--- config.mk ---
export PLATFORM = sky130hd
export DESIGN_NAME = dma_regfile
export DESIGN_NICKNAME = d
export VERILOG_FILES = /design/src/rtl/dma_rf_pkg.sv /design/src/rtl/dma_byte_ptr.sv /design/src/rtl/dma_chan_regs.sv /design/src/rtl/dma_page_bank.sv /design/src/rtl/dma_regfile.sv
export SDC_FILE = /design/constraint.sdc
export NUM_CORES = 1
export LEC_CHECK = 0
export ABC_CLOCK_PERIOD_IN_PS = 3600
export BUFFER_PORTS_ARGS = -buffer_cell sky130_fd_sc_hd__buf_2
export CAP_MARGIN = 20
export CORE_MARGIN = 5
export CORE_UTILIZATION = 55
export DETAILED_ROUTE_END_ITERATION = 12
export PLACE_DENSITY = 0.7
export SYNTH_ARGS = -nofsm -noshare
export SYNTH_HDL_FRONTEND = slang
export SYNTH_SLANG_ARGS = --single-unit
--- constraint.sdc ---
create_clock -name clk -period 3.6 [get_ports clk]
set_input_delay 0.18 -clock clk [delete_from_list [all_inputs] [get_ports clk]]
set_output_delay 0.18 -clock clk [all_outputs]
set_load 0.02 [all_outputs]
--- src/rtl/dma_rf_pkg.sv ---
package dma_rf_pkg;
    localparam int NCH   = 4;
    localparam int CHW   = $clog2(NCH);
    localparam int DW    = 8;
    localparam int RW    = 16;
    localparam int PW    = 8;
    localparam int MODEW = 6;

    // word index io_addr[4:1] of control ports
    localparam logic [3:0] W_CMD     = 4'h8;
    localparam logic [3:0] W_REQ     = 4'h9;
    localparam logic [3:0] W_SMASK   = 4'hA;
    localparam logic [3:0] W_MODE    = 4'hB;
    localparam logic [3:0] W_CLRPTR  = 4'hC;
    localparam logic [3:0] W_MCLR    = 4'hD;
    localparam logic [3:0] W_CLRMASK = 4'hE;
    localparam logic [3:0] W_WRMASK  = 4'hF;

    typedef enum logic {
        PTR_LO = 1'b0,
        PTR_HI = 1'b1
    } ptr_state_e;
endpackage

--- src/rtl/dma_byte_ptr.sv ---
module dma_byte_ptr
    import dma_rf_pkg::*;
(
    input  logic clk,
    input  logic rst_n,
    input  logic access,
    input  logic clear,
    output logic hi_sel
);
    ptr_state_e state_q, state_d;

    always_ff @(posedge clk or negedge rst_n) begin
        if (!rst_n) state_q <= PTR_LO;
        else        state_q <= state_d;
    end

    always_comb begin
        state_d = state_q;
        unique case (state_q)
            PTR_LO: begin
                if (clear)       state_d = PTR_LO;   // RESET_PTR
                else if (access) state_d = PTR_HI;   // ADVANCE
            end
            PTR_HI: begin
                if (clear || access) state_d = PTR_LO; // RESET_PTR / ADVANCE
            end
            default: state_d = PTR_LO;
        endcase
    end

    always_comb begin
        hi_sel = (state_q == PTR_HI);
    end

    assert_ptr_clear_R3: assert property (@(posedge clk) disable iff (!rst_n)
        clear |=> !hi_sel);
    assert_ptr_toggle_R2: assert property (@(posedge clk) disable iff (!rst_n)
        (access && !clear) |=> (hi_sel != $past(hi_sel)));
endmodule

--- src/rtl/dma_chan_regs.sv ---
module dma_chan_regs
    import dma_rf_pkg::*;
(
    input  logic          clk,
    input  logic          rst_n,
    input  logic          wr_addr,
    input  logic          wr_cnt,
    input  logic          hi_sel,
    input  logic [DW-1:0] wdata,
    input  logic          step,
    input  logic          dec,
    input  logic          autoinit,
    output logic [RW-1:0] cur_addr,
    output logic [RW-1:0] cur_cnt,
    output logic          tc
);
    logic [RW-1:0] base_addr, base_cnt;
    logic          do_step;

    assign tc      = step && (cur_cnt == '0);
    assign do_step = step && !wr_addr && !wr_cnt;

    always_ff @(posedge clk or negedge rst_n) begin
        if (!rst_n) begin
            base_addr <= '0;
            base_cnt  <= '0;
            cur_addr  <= '0;
            cur_cnt   <= '0;
        end else if (wr_addr) begin
            if (hi_sel) begin
                base_addr[RW-1:DW] <= wdata;
                cur_addr[RW-1:DW]  <= wdata;
            end else begin
                base_addr[DW-1:0] <= wdata;
                cur_addr[DW-1:0]  <= wdata;
            end
        end else if (wr_cnt) begin
            if (hi_sel) begin
                base_cnt[RW-1:DW] <= wdata;
                cur_cnt[RW-1:DW]  <= wdata;
            end else begin
                base_cnt[DW-1:0] <= wdata;
                cur_cnt[DW-1:0]  <= wdata;
            end
        end else if (do_step) begin
            if (tc && autoinit) begin
                cur_addr <= base_addr;
                cur_cnt  <= base_cnt;
            end else begin
                cur_cnt  <= cur_cnt - 1'b1;
                cur_addr <= dec ? cur_addr - 1'b1 : cur_addr + 1'b1;
            end
        end
    end

    assert_cnt_step_R6: assert property (@(posedge clk) disable iff (!rst_n)
        (do_step && cur_cnt != '0) |=> (cur_cnt == $past(cur_cnt) - 1'b1));
    assert_addr_wrap_R6: assert property (@(posedge clk) disable iff (!rst_n)
        (do_step && !dec && cur_addr == '1 && !(tc && autoinit)) |=> (cur_addr == '0));
    assert_tc_plain_R7: assert property (@(posedge clk) disable iff (!rst_n)
        (do_step && tc && !autoinit) |=> (cur_cnt == '1));
    assert_reload_R7: assert property (@(posedge clk) disable iff (!rst_n)
        (do_step && tc && autoinit) |=> (cur_cnt == $past(base_cnt)));
endmodule

--- src/rtl/dma_page_bank.sv ---
module dma_page_bank
    import dma_rf_pkg::*;
(
    input  logic           clk,
    input  logic           rst_n,
    input  logic           wr_en,
    input  logic [3:0]     nib,
    input  logic [DW-1:0]  wdata,
    input  logic           act_valid,
    input  logic [CHW-1:0] act_ch,
    input  logic [RW-1:0]  act_addr,
    output logic [DW-1:0]  rdata,
    output logic [PW+RW-1:0] full_addr
);
    logic [PW-1:0] page_q [NCH];
    logic          hit;
    logic [CHW-1:0] sel;

    always_comb begin
        hit = 1'b1;
        sel = '0;
        unique case (nib)
            4'h7:    sel = 2'd0;
            4'h3:    sel = 2'd1;
            4'h1:    sel = 2'd2;
            4'h2:    sel = 2'd3;
            default: hit = 1'b0;
        endcase
    end

    generate
        for (genvar i = 0; i < NCH; i++) begin : g_page
            always_ff @(posedge clk or negedge rst_n) begin
                if (!rst_n)                          page_q[i] <= '0;
                else if (wr_en && hit && sel == CHW'(i)) page_q[i] <= wdata;
            end
        end
    endgenerate

    assign rdata     = hit ? page_q[sel] : '0;
    assign full_addr = act_valid ? {page_q[act_ch], act_addr} : '0;
endmodule

--- src/rtl/dma_regfile.sv ---
module dma_regfile
    import dma_rf_pkg::*;
(
    input  logic                 clk,
    input  logic                 rst_n,
    input  logic                 io_cs_ctl,
    input  logic                 io_cs_page,
    input  logic                 io_wr,
    input  logic                 io_rd,
    input  logic [4:0]           io_addr,
    input  logic [DW-1:0]        io_wdata,
    output logic [DW-1:0]        io_rdata,
    input  logic [NCH-1:0]       drq,
    input  logic                 step_en,
    input  logic [CHW-1:0]       step_ch,
    input  logic                 act_valid,
    input  logic [CHW-1:0]       act_ch,
    output logic [PW+RW-1:0]     dma_addr,
    output logic                 term_cnt,
    output logic [NCH-1:0]       ch_mask,
    output logic [NCH-1:0]       sw_req,
    output logic [DW-1:0]        cmd_reg,
    output logic [NCH*MODEW-1:0] mode_flat
);
    logic [3:0]       widx;
    logic             ch_port, ctl_wr, ctl_rd, page_wr;
    logic             ptr_acc, ptr_clr, hi_sel, mclr, stat_rd;
    logic [RW-1:0]    cur_addr_a [NCH];
    logic [RW-1:0]    cur_cnt_a  [NCH];
    logic [MODEW-1:0] mode_q     [NCH];
    logic [NCH-1:0]   tc_vec, tc_lat;
    logic [DW-1:0]    page_rdata;
    logic [RW-1:0]    sel_word;
    logic [CHW-1:0]   wsel;

    assign widx    = io_addr[4:1];
    assign ch_port = !io_addr[4];
    assign ctl_wr  = io_cs_ctl && io_wr;
    assign ctl_rd  = io_cs_ctl && io_rd;
    assign page_wr = io_cs_page && io_wr;
    assign ptr_acc = io_cs_ctl && (io_wr || io_rd) && ch_port;
    assign mclr    = ctl_wr && widx == W_MCLR;
    assign ptr_clr = (ctl_wr && widx == W_CLRPTR) || mclr;
    assign stat_rd = ctl_rd && widx == W_CMD;
    assign wsel    = io_wdata[CHW-1:0];

    dma_byte_ptr u_ptr (
        .clk(clk), .rst_n(rst_n), .access(ptr_acc), .clear(ptr_clr), .hi_sel(hi_sel)
    );

    generate
        for (genvar i = 0; i < NCH; i++) begin : g_ch
            logic hit_ch;
            assign hit_ch = ctl_wr && ch_port && io_addr[3:2] == CHW'(i);
            dma_chan_regs u_ch (
                .clk(clk), .rst_n(rst_n),
                .wr_addr(hit_ch && !io_addr[1]),
                .wr_cnt(hit_ch && io_addr[1]),
                .hi_sel(hi_sel), .wdata(io_wdata),
                .step(step_en && step_ch == CHW'(i)),
                .dec(mode_q[i][3]), .autoinit(mode_q[i][2]),
                .cur_addr(cur_addr_a[i]), .cur_cnt(cur_cnt_a[i]), .tc(tc_vec[i])
            );
            assign mode_flat[i*MODEW +: MODEW] = mode_q[i];

            always_ff @(posedge clk or negedge rst_n) begin
                if (!rst_n)                              mode_q[i] <= '0;
                else if (ctl_wr && widx == W_MODE && wsel == CHW'(i))
                    mode_q[i] <= io_wdata[DW-1:2];
            end
        end
    endgenerate

    assign term_cnt = |tc_vec;

    always_ff @(posedge clk or negedge rst_n) begin
        if (!rst_n) begin
            ch_mask <= '1;
            sw_req  <= '0;
            cmd_reg <= '0;
            tc_lat  <= '0;
        end else if (mclr) begin
            ch_mask <= '1;
            sw_req  <= '0;
            cmd_reg <= '0;
            tc_lat  <= '0;
        end else begin
            tc_lat <= (stat_rd ? '0 : tc_lat) | tc_vec;
            if (ctl_wr) begin
                unique case (widx)
                    W_CMD:     cmd_reg       <= io_wdata;
                    W_REQ:     sw_req[wsel]  <= io_wdata[2];
                    W_SMASK:   ch_mask[wsel] <= io_wdata[2];
                    W_CLRMASK: ch_mask       <= '0;
                    W_WRMASK:  ch_mask       <= io_wdata[NCH-1:0];
                    default:   ;
                endcase
            end
        end
    end

    dma_page_bank u_page (
        .clk(clk), .rst_n(rst_n), .wr_en(page_wr), .nib(io_addr[3:0]),
        .wdata(io_wdata), .act_valid(act_valid), .act_ch(act_ch),
        .act_addr(cur_addr_a[act_ch]), .rdata(page_rdata), .full_addr(dma_addr)
    );

    assign sel_word = io_addr[1] ? cur_cnt_a[io_addr[3:2]] : cur_addr_a[io_addr[3:2]];

    always_comb begin
        io_rdata = '0;
        if (io_cs_page)
            io_rdata = page_rdata;
        else if (io_cs_ctl) begin
            if (ch_port)
                io_rdata = hi_sel ? sel_word[RW-1:DW] : sel_word[DW-1:0];
            else if (widx == W_CMD)
                io_rdata = {drq, tc_lat};
        end
    end

    assert_rw_exclusive_R2: assert property (@(posedge clk) disable iff (!rst_n)
        !(io_wr && io_rd));
    assert_mclr_masks_R11: assert property (@(posedge clk) disable iff (!rst_n)
        mclr |=> (ch_mask == '1 && cmd_reg == '0 && sw_req == '0));
    assert_stat_clear_R8: assert property (@(posedge clk) disable iff (!rst_n)
        (stat_rd && !step_en && !mclr) |=> (tc_lat == '0));
    assert_tc_latch_R7: assert property (@(posedge clk) disable iff (!rst_n)
        (term_cnt && !mclr) |=> (tc_lat != '0));
    assert_addr_low_R12: assert property (@(posedge clk) disable iff (!rst_n)
        act_valid |-> (dma_addr[RW-1:0] == cur_addr_a[act_ch]));
endmodule

# Word level (Yosys, flattened, before mapping)
# Index checks and enable logic that the tools add are counted.
# Widths: inputs -> output; s select.
[classes]
addsub = 12
mul = 0
div = 0
n_lt_le_gt_ge = 5
eq_ne = 44
shifts = 0
muxes = 78
bitwise_logic = 9
n_reduce_logical = 122
[ops]
columns = ["op", "count"]
rows = [
  ["$mux 16", 39],
  ["$sub 16x1->16 const B", 8],
  ["$mux 8", 15],
  ["$bmux 16 s2", 3],
  ["$reduce_and 3->1", 24],
  ["$add 16x1->16 const B", 4],
  ["$logic_not 16->1", 4],
  ["$logic_and 1x1->1", 52],
  ["$bmux 8 s2", 2],
  ["$eq 4x4->1 const B", 8],
  ["$ne 2x2->1 const B", 16],
  ["$mux 4", 7],
  ["$mux 24", 1],
  ["$reduce_and 2->1", 11],
  ["$reduce_bool 2->1", 11],
  ["$eq 2x2->1 const B", 8],
  ["$pmux 4 s3", 1],
  ["$logic_not 1->1", 10],
  ["$ge 3x3->1 const B", 3],
  ["$not 2->3", 3],
  ["$bwmux 4", 2],
  ["$eq 2x1->1 const B", 4],
  ["$eq 4x2->1 const B", 2],
  ["$logic_not 2->1", 4],
  ["14 further kinds", 28],
]
[word_totals]
regBits = 333
latchBits = 0
ramBits = 0
romBits = 0
in_bits = 29
output_inout_bits = 73
wordCells = 315
n_memories = 0

# Depth between registers and ports, before layout
# Gate-level depths: netlist of the first run.
[logic_depth]
depth_word = 10
ltp_mapped = 11
depth_no_buf = 9

# Modules after synthesis
# From an unflattened synthesis of the first run, not the netlist that was laid out.
[hier_totals]
hier_cells = 2287
area_unflattened_um2 = 22022.4
[by_module_without_submodules]
columns = ["mod", "instances", "cells_each", "area_per_inst_um2", "seq_area_each_um2"]
rows = [
  ["dma_chan_regs at g_ch[2].u_ch ...", 2, 460, 4071.4, 1601.5],
  ["dma_chan_regs at g_ch[0].u_ch ...", 2, 435, 4068.9, 1601.5],
  ["dma_regfile", 1, 325, 3699.8, 1106.1],
  ["dma_page_bank", 1, 169, 2004.4, 800.8],
  ["dma_byte_ptr", 1, 3, 37.5, 25.0],
]

# Worst setup path before layout of the first run
# Ideal clock, no wire load.
[synth_path]
path_kind = "flip-flop to flip-flop"
startpoint = "register g_ch[1].u_ch.cur_cnt[4]"
endpoint = "register g_ch[1].u_ch.cur_addr[7]"
setup_ns = 0.126
t_arrival_ns = 2.645
required_time_ns = 3.474
setup_slack_ns = 0.829
path_stages_with_launch = 10
n_path_buf = 3
period_less_slack_ns = 2.771
cell_sequence = "dfrtp_1 -> or4_4 -> or4_1 -> buf_2 -> or4_1 -> buf_2 -> buf_6 -> o21ai_2 -> a21oi_1 -> a221o_1"
[synth_via]
elab_chain_cells = 7
[synth_lines]
columns = ["element", "line", "source"]
rows = [
  ["start: declaration", "dma_chan_regs.sv:14", "output logic [RW-1:0] cur_cnt,"],
  ["start signal: indexed assignment", "dma_chan_regs.sv:40", "cur_cnt[RW-1:DW] <= wdata;"],
  ["start signal: indexed assignment", "dma_chan_regs.sv:43", "cur_cnt[DW-1:0] <= wdata;"],
  ["start signal: assignment", "dma_chan_regs.sv:48", "cur_cnt <= base_cnt;"],
  ["$logic_not 16->1", "dma_chan_regs.sv:20", "assign tc = step && (cur_cnt == '0);"],
  ["$logic_and 1x1->1", "dma_chan_regs.sv:20", ""],
  ["$logic_and 1x1->1", "dma_chan_regs.sv:46", "if (tc && autoinit) begin"],
  ["$mux 16", "dma_chan_regs.sv:46", ""],
  ["$mux 16", "dma_chan_regs.sv:45", "end else if (do_step) begin"],
  ["$mux 16", "dma_chan_regs.sv:37", "end else if (wr_cnt) begin"],
  ["$mux 16", "dma_chan_regs.sv:29", "end else if (wr_addr) begin"],
  ["end signal: indexed assignment", "dma_chan_regs.sv:32", "cur_addr[RW-1:DW] <= wdata;"],
  ["end signal: assignment", "dma_chan_regs.sv:47", "cur_addr <= base_addr;"],
  ["end signal: assignment", "dma_chan_regs.sv:51", "cur_addr <= dec ? cur_addr - 1'b1 : cur_addr + 1'b1;"],
  ["end: declaration", "dma_chan_regs.sv:13", "output logic [RW-1:0] cur_addr,"],
]
# No other way between the ends. The select of a mux whose other input is x is not followed.
# A chain may end at the register's enable or synchronous reset.

# Worst setup path in the final report of the first run
[layout_path]
startpoint = "register g_ch[1].u_ch.cur_cnt[4]"
endpoint = "output term_cnt"
[layout_via]
elab_chain_cells = 3
[layout_lines]
columns = ["element", "line", "source"]
rows = [
  ["$logic_not 16->1", "dma_chan_regs.sv:20", ""],
  ["$logic_and 1x1->1", "dma_chan_regs.sv:20", ""],
  ["$reduce_or 4->1", "dma_regfile.sv:74", "assign term_cnt = |tc_vec;"],
  ["end: declaration", "dma_regfile.sv:19", "output logic term_cnt,"],
]
# No other way between the ends.

==> results.cfg, run 1 <==
[sta]
period_share_pct = 89.9
relSlewSlack_pct = 25.3
hold_viol = 0
timing.fmax_ghz = 0.309
tns_ns = 0
setup_viol = 0
report.final.slew_viol_count = 0
min_period_ns = 3.24
clock_skew_ns = 0.0149
rsz0062_at_grt = no
tightestPinTransition_ns = 1.12

[place]
place_congestion = 0.981
io_buffers = 101
dp_hpwl_mm = 50.1

[finish]
drive_gt1_share_pct = 21.7
fillCellCount = 3220
fin_util_pct = 61.8
diodes = 0
fin_nets = 2365
area_growth_pct = 11.8

[routing]
via_count = 18586
avgRoutedWirePerCell_um = 24.9
drt_iter0_markers = 2000
drt-total-wl_mm = 70.0
drt_pass1_iterations = 5
remaining_drc_errors = 0
post_drt_via_cell_ratio = 6.60
ant_nets = 0

[yosys]
synth.distinct_cells = 78
ys_seq_area_share_pct = 39.3
async_reset_ff_share_pct = 100
ys.warnings.count = 0
synth_cells = 2196
yosys.area.top_type = dfrtp_1
synth_edf_count = 0
yosys-top-cells-count = 329 x dfrtp_1, 223 x nand2_1, 210 x nor2_1, 176 x mux2_2, 149 x o21ai_0
avgSynthCellArea_um2 = 9.66
synth-seq-cells = 333
syn-num-nets = 2293
syn_area_mm2 = 0.0212
synth_flop_cell = dfrtp_1
synthTopCellsByArea = dfrtp_1 39%, mux2_2 9.3%, mux4_2 6.8%
synth.most_common_cell = dfrtp_1
synth_top_area_share_pct = 38.8

[setup_path]
worst_ep_arrival_time_ns = 3.06
crit_type = reg2out
critPathCaptureType = primary output
crit_path_cell_trace = or4_4, or4_1, nor3_1, or4_1, buf_2
crit_required_ns = 3.42
r2r_slack_ns = 0.43
crit_buf_inv = 1
critPathLaunchType = flop
cp_max_fo = 6
cp_top_family = simple AND/OR/NAND/NOR gates
cp_slowest_stage_delay_ns = 0.57
critical_path.most_common_cell = or4_1
cp_slowest_cell = or4_4

[global_routing]
grt_max_degree = 107
grt_pass1_vias = 17886
grt_overflow = 0
track_usage_pct = 32.5
grt_pass1_wl_mm = 107
grt_antenna_before_repair = 1

[cts]
cts_made_buffers = 38
cts_max_level = 2
cts_sinks = 333
cts_tree = done
root_buffer = clkbuf_16
post_cts_resized = 0
clockBufferDepth = 3
clk_latency_ns = 0.54
clkTransAtPathRegs_ns = 0.06

[die]
initial_utilization_pct = 55.3
die_area_mm2 = 0.0426
core_mm2 = 0.0384
dieWidth_um = 206
pin_count = 102
die_h_um = 206
rows = 72

[power_and_ir_drop]
p_leak_nw = 10.8
vdd_drop_max_v = 0.000459
cellPowerDensity_mw_per_mm2 = 635
total_power_mw = 15.1

[status]
status = finished, final reports clean

[hold_path]
hold_path_class = in2reg

[flow_run]
cap_viol_max_count = 0
[routing by layer]
layer / track usage, % / vias to the layer above / share of wire [%]
li1: - / 8285 / -
met1: 46.0 / 9191 / 42
met2: 49.2 / 934 / 45
met3: 6.59 / 174 / 9.0
met4: 13.3 / 2 / 4.6
met5: 0 / - / 0.019
[cells in the final DEF (no fill, tap or decap), types with 40 or more instances in the layout]
cell type / count
dfrtp_1: 329
nand2_1: 223
nor2_1: 210
mux2_2: 176
o21ai_0: 149
a21oi_1: 136
buf_2: 101
buf_4: 66
mux4_2: 64
ha_1: 64
nor3_1: 47
o211ai_1: 45
a211oi_1: 44
nand3_1: 42
a31oi_1: 40
[power by group]
part	switching, mW	internal (mW)
Clock	1.63	2.50
Combinational	2.60	2.36
Sequential	1.35	4.64
[through the flow]
step,setup slack [ns],cell area [um^2],cells,hold WS (ns)
detailed placement,0.491,22400,2742,0.309
floorplan,0.829,21200,2196,-0.116
global route,0.296,23700,2814,0.114
global placement,0.520,22400,2742,0.303
finish,0.362,23700,2814,0.109
CTS,0.401,23700,2813,0.0888
[area by class of cell]
cell class	count	area [um^2]	area share [%]
Multi-Input combinational cell	1682	12100	51.2
Sequential cell	333	8340	35.1
Timing Repair Buffer	175	1130	4.75
Inverter	38	143	0.601
Clock inverter	15	229	0.965
Tap cell	518	648	2.73
Clock buffer	53	1100	4.62
[timing repair]
| item | CTS | global route |
|---|---|---|
| hold endpoints to repair | 98 | 0 |
| hold buffers | 3 | 0 |
| setup endpoints to repair | 0 | 0 |
| buffers inserted | 0 | 0 |
[cells by family (layout without fill, tap and decap cells)]
family                     after synthesis  count (layout)  share of synthesized area [%]
buffers and inverters                  181             281                           3.48
muxes                                  259             259                           17.0
xor gates and xnor gates                75              75                           3.09
AOI/OAI and AO/OA                      587             587                           17.6
adders and majority gates               69              69                           4.20
DFF                                    333             333                           39.3
and+or+nand+nor                        692             692                           15.3
[path summary, 6_finish.rpt]
check,from,end,depth (start not counted)
max,g_ch[1].u_ch.cur_cnt[4],term_cnt,5
min,io_addr[3],sw_req[0],2
max reg2reg,g_ch[1].u_ch.cur_cnt[4],g_ch[1].u_ch.cur_addr[2],8
min reg2reg,g_ch[0].u_ch.base_addr[14],g_ch[0].u_ch.base_addr[14],1
max in group asynchronous,rst_n,u_page.page_q[4],3
min in group asynchronous,rst_n,g_ch[0].u_ch.cur_addr[11],2
Power figures use the tool's default switching activity.
==> run 2: changes to the inputs <==
--- a/config.mk
+++ b/config.mk
@@ -6,12 +6,12 @@
 export NUM_CORES = 1
 export LEC_CHECK = 0
 export ABC_CLOCK_PERIOD_IN_PS = 3600
-export BUFFER_PORTS_ARGS = -buffer_cell sky130_fd_sc_hd__buf_2
-export CAP_MARGIN = 20
+export BUFFER_PORTS_ARGS = -buffer_cell sky130_fd_sc_hd__buf_4
 export CORE_MARGIN = 5
 export CORE_UTILIZATION = 55
 export DETAILED_ROUTE_END_ITERATION = 12
 export PLACE_DENSITY = 0.7
+export REMOVE_ABC_BUFFERS = 1
 export SYNTH_ARGS = -nofsm -noshare
 export SYNTH_HDL_FRONTEND = slang
 export SYNTH_SLANG_ARGS = --single-unit
==> run 2 against run 1 <==
Net effect: combinational power about the same; worst hold slack worse by 0.00072 ns; clock skew barely moved; flip-flop and latch count unchanged; via count up 0.23%; worst setup slack improved by 0.043 ns; register-to-register slack better by 0.04 ns; cell count unchanged; sequential share of layout area shrank 0.33 points; largest cell class unchanged; critical path depth increased by 1; die area is the same.
==> results.cfg, run 2 (synthesis results as in run 1) <==
[status]
status = finished, final reports clean

[power_and_ir_drop]
p_seq_share_pct = 39.2
p_leak_nw = 10.9
total_power_mw = 15.1
switching_share_pct = 36.2
vdd_drop_max_v = 0.000418
cellPowerDensity_mw_per_mm2 = 630
internal_power_mw = 9.63
p_clk_share_pct = 27.8
comb_power_share_pct = 32.9
p_switching_mw = 5.47

[setup_path]
timing.rr.start = g_ch[0].u_ch.cur_cnt[0]
crit_required_ns = 3.42
crit_start = g_ch[0].u_ch.cur_cnt[10]
cp_max_fo = 6
critPathCapture = term_cnt
critPathLaunchType = flop
r2r_end = g_ch[0].u_ch.cur_addr[9]
r2r_slack_ns = 0.47
reg2regPathDepth = 8
critPathCaptureType = primary output
worst_ep_arrival_time_ns = 3.01
crit_type = reg2out

[sta]
min_period_ns = 3.19
setup_viol = 0
relSlewSlack_pct = 39.4
timing.fmax_ghz = 0.313
rsz0062_at_grt = no
tns_ns = 0
tightestPinTransition_ns = 0.906
hold_viol = 0
period_share_pct = 88.7
clock_skew_ns = 0.0153
report.final.slew_viol_count = 0

[finish]
diodes = 0
design_area_mm2 = 0.0240
fin_nets = 2363
seq_area_mm2 = 0.00834
drive_gt1_share_pct = 21.6
final_common_cell = dfrtp_1
fin_util_pct = 62.4
area_growth_pct = 12.9
final_cell_mix = 329 x dfrtp_1, 223 x nand2_1, 210 x nor2_1
fillCellCount = 3215
multi_input_area_mm2 = 0.0121

[routing]
drt_iter0_markers = 1773
post_drt_via_cell_ratio = 6.62
avgRoutedWirePerCell_um = 24.1
drt-total-wl_mm = 67.9
drt_pass1_iterations = 6
via_count = 18629
remaining_drc_errors = 0
ant_nets = 0

[global_routing]
grt_pass1_vias = 17884
track_usage_pct = 32.0
grt_max_degree = 107
grt_pass1_wl_mm = 105
grt_overflow = 0
grt_antenna_before_repair = 2

[place]
dpl_cell_area_mm2 = 0.0226
dp_hpwl_mm = 47.2
place_congestion = 0.988
io_buffers = 101

[cts]
root_buffer = clkbuf_16
cts_max_level = 2
clockBufferDepth = 3
clkTransAtPathRegs_ns = 0.06
cts_tree = done
post_cts_resized = 0
cts_sinks = 333
cts_made_buffers = 39
clk_latency_ns = 0.56

[hold_path]
worstHoldStart = io_rd
hold_path_class = in2reg

[die]
initial_utilization_pct = 55.3
dieWidth_um = 206
core_mm2 = 0.0384
die_area_mm2 = 0.0426
die_h_um = 206
rows = 72
pin_count = 102

[flow_run]
cap_viol_max_count = 0
-- run 2: routing by layer --
layer | track usage [%] | vias to the layer above | wire, um
met5 | 0 | - | 0
met4 | 14.0 | 0 | 3460
li1 | - | 8274 | -
met2 | 48.7 | 931 | 30500
met3 | 5.68 | 208 | 6580
met1 | 45.1 | 9216 | 27400
-- run 2: cell type report --
type,count,area share (%)
tap,518,2.71
sequential,333,34.8
inverter,38,0.595
clock buffer,56,4.77
timing repair buffer,172,5.56
clock inverter,15,0.862
multi-input combinational,1682,50.7
-- run 2: stage by stage --
stage / hold WS (ns) / cells / worst slack (ns)
2_1_floorplan: -0.116 / 2053 / 0.365
3_3_place_gp: 0.308 / 2740 / 0.641
3_5_place_dp: 0.317 / 2740 / 0.601
4_1_cts: 0.0763 / 2814 / 0.460
5_1_grt: 0.112 / 2814 / 0.363
6_report: 0.108 / 2814 / 0.405
-- run 2: worst min-delay path by stage --
stage	end	cells past startpoint
final	tc_lat[2]	5
after global routing	tc_lat[2]	5
after CTS	tc_lat[2]	5
after detailed placement	u_page.page_q[12]	1
after global placement	cmd_reg[6]	1
after floorplan	cmd_reg[0]	0
-- run 2: critical path: stages, from the launching register on --
cell and delay (ns):
dfrtp_1 0.49, or4_1 0.58, or2_2 0.34, nor4_1 0.44
buf_4 0.24, or4_1 0.19, buf_4 0.17
-- run 2: timing repair --
action                    in CTS  in global routing
hold endpoints to repair      96                  0
hold buffers                   3                  0
buffers inserted               0                  0
-- run 2: power groups by stage --
| stage | Sequential (mW) | Combinational, mW | Clock, mW |
|---|---|---|---|
| global route | 6.01 | 5.47 | 4.41 |
| global placement | 5.87 | 4.76 | 0 |
| CTS | 5.85 | 4.93 | 4.27 |
| detailed placement | 5.91 | 4.89 | 0 |
| floorplan | 5.44 | 3.52 | 0 |
| finish | 5.92 | 4.97 | 4.20 |
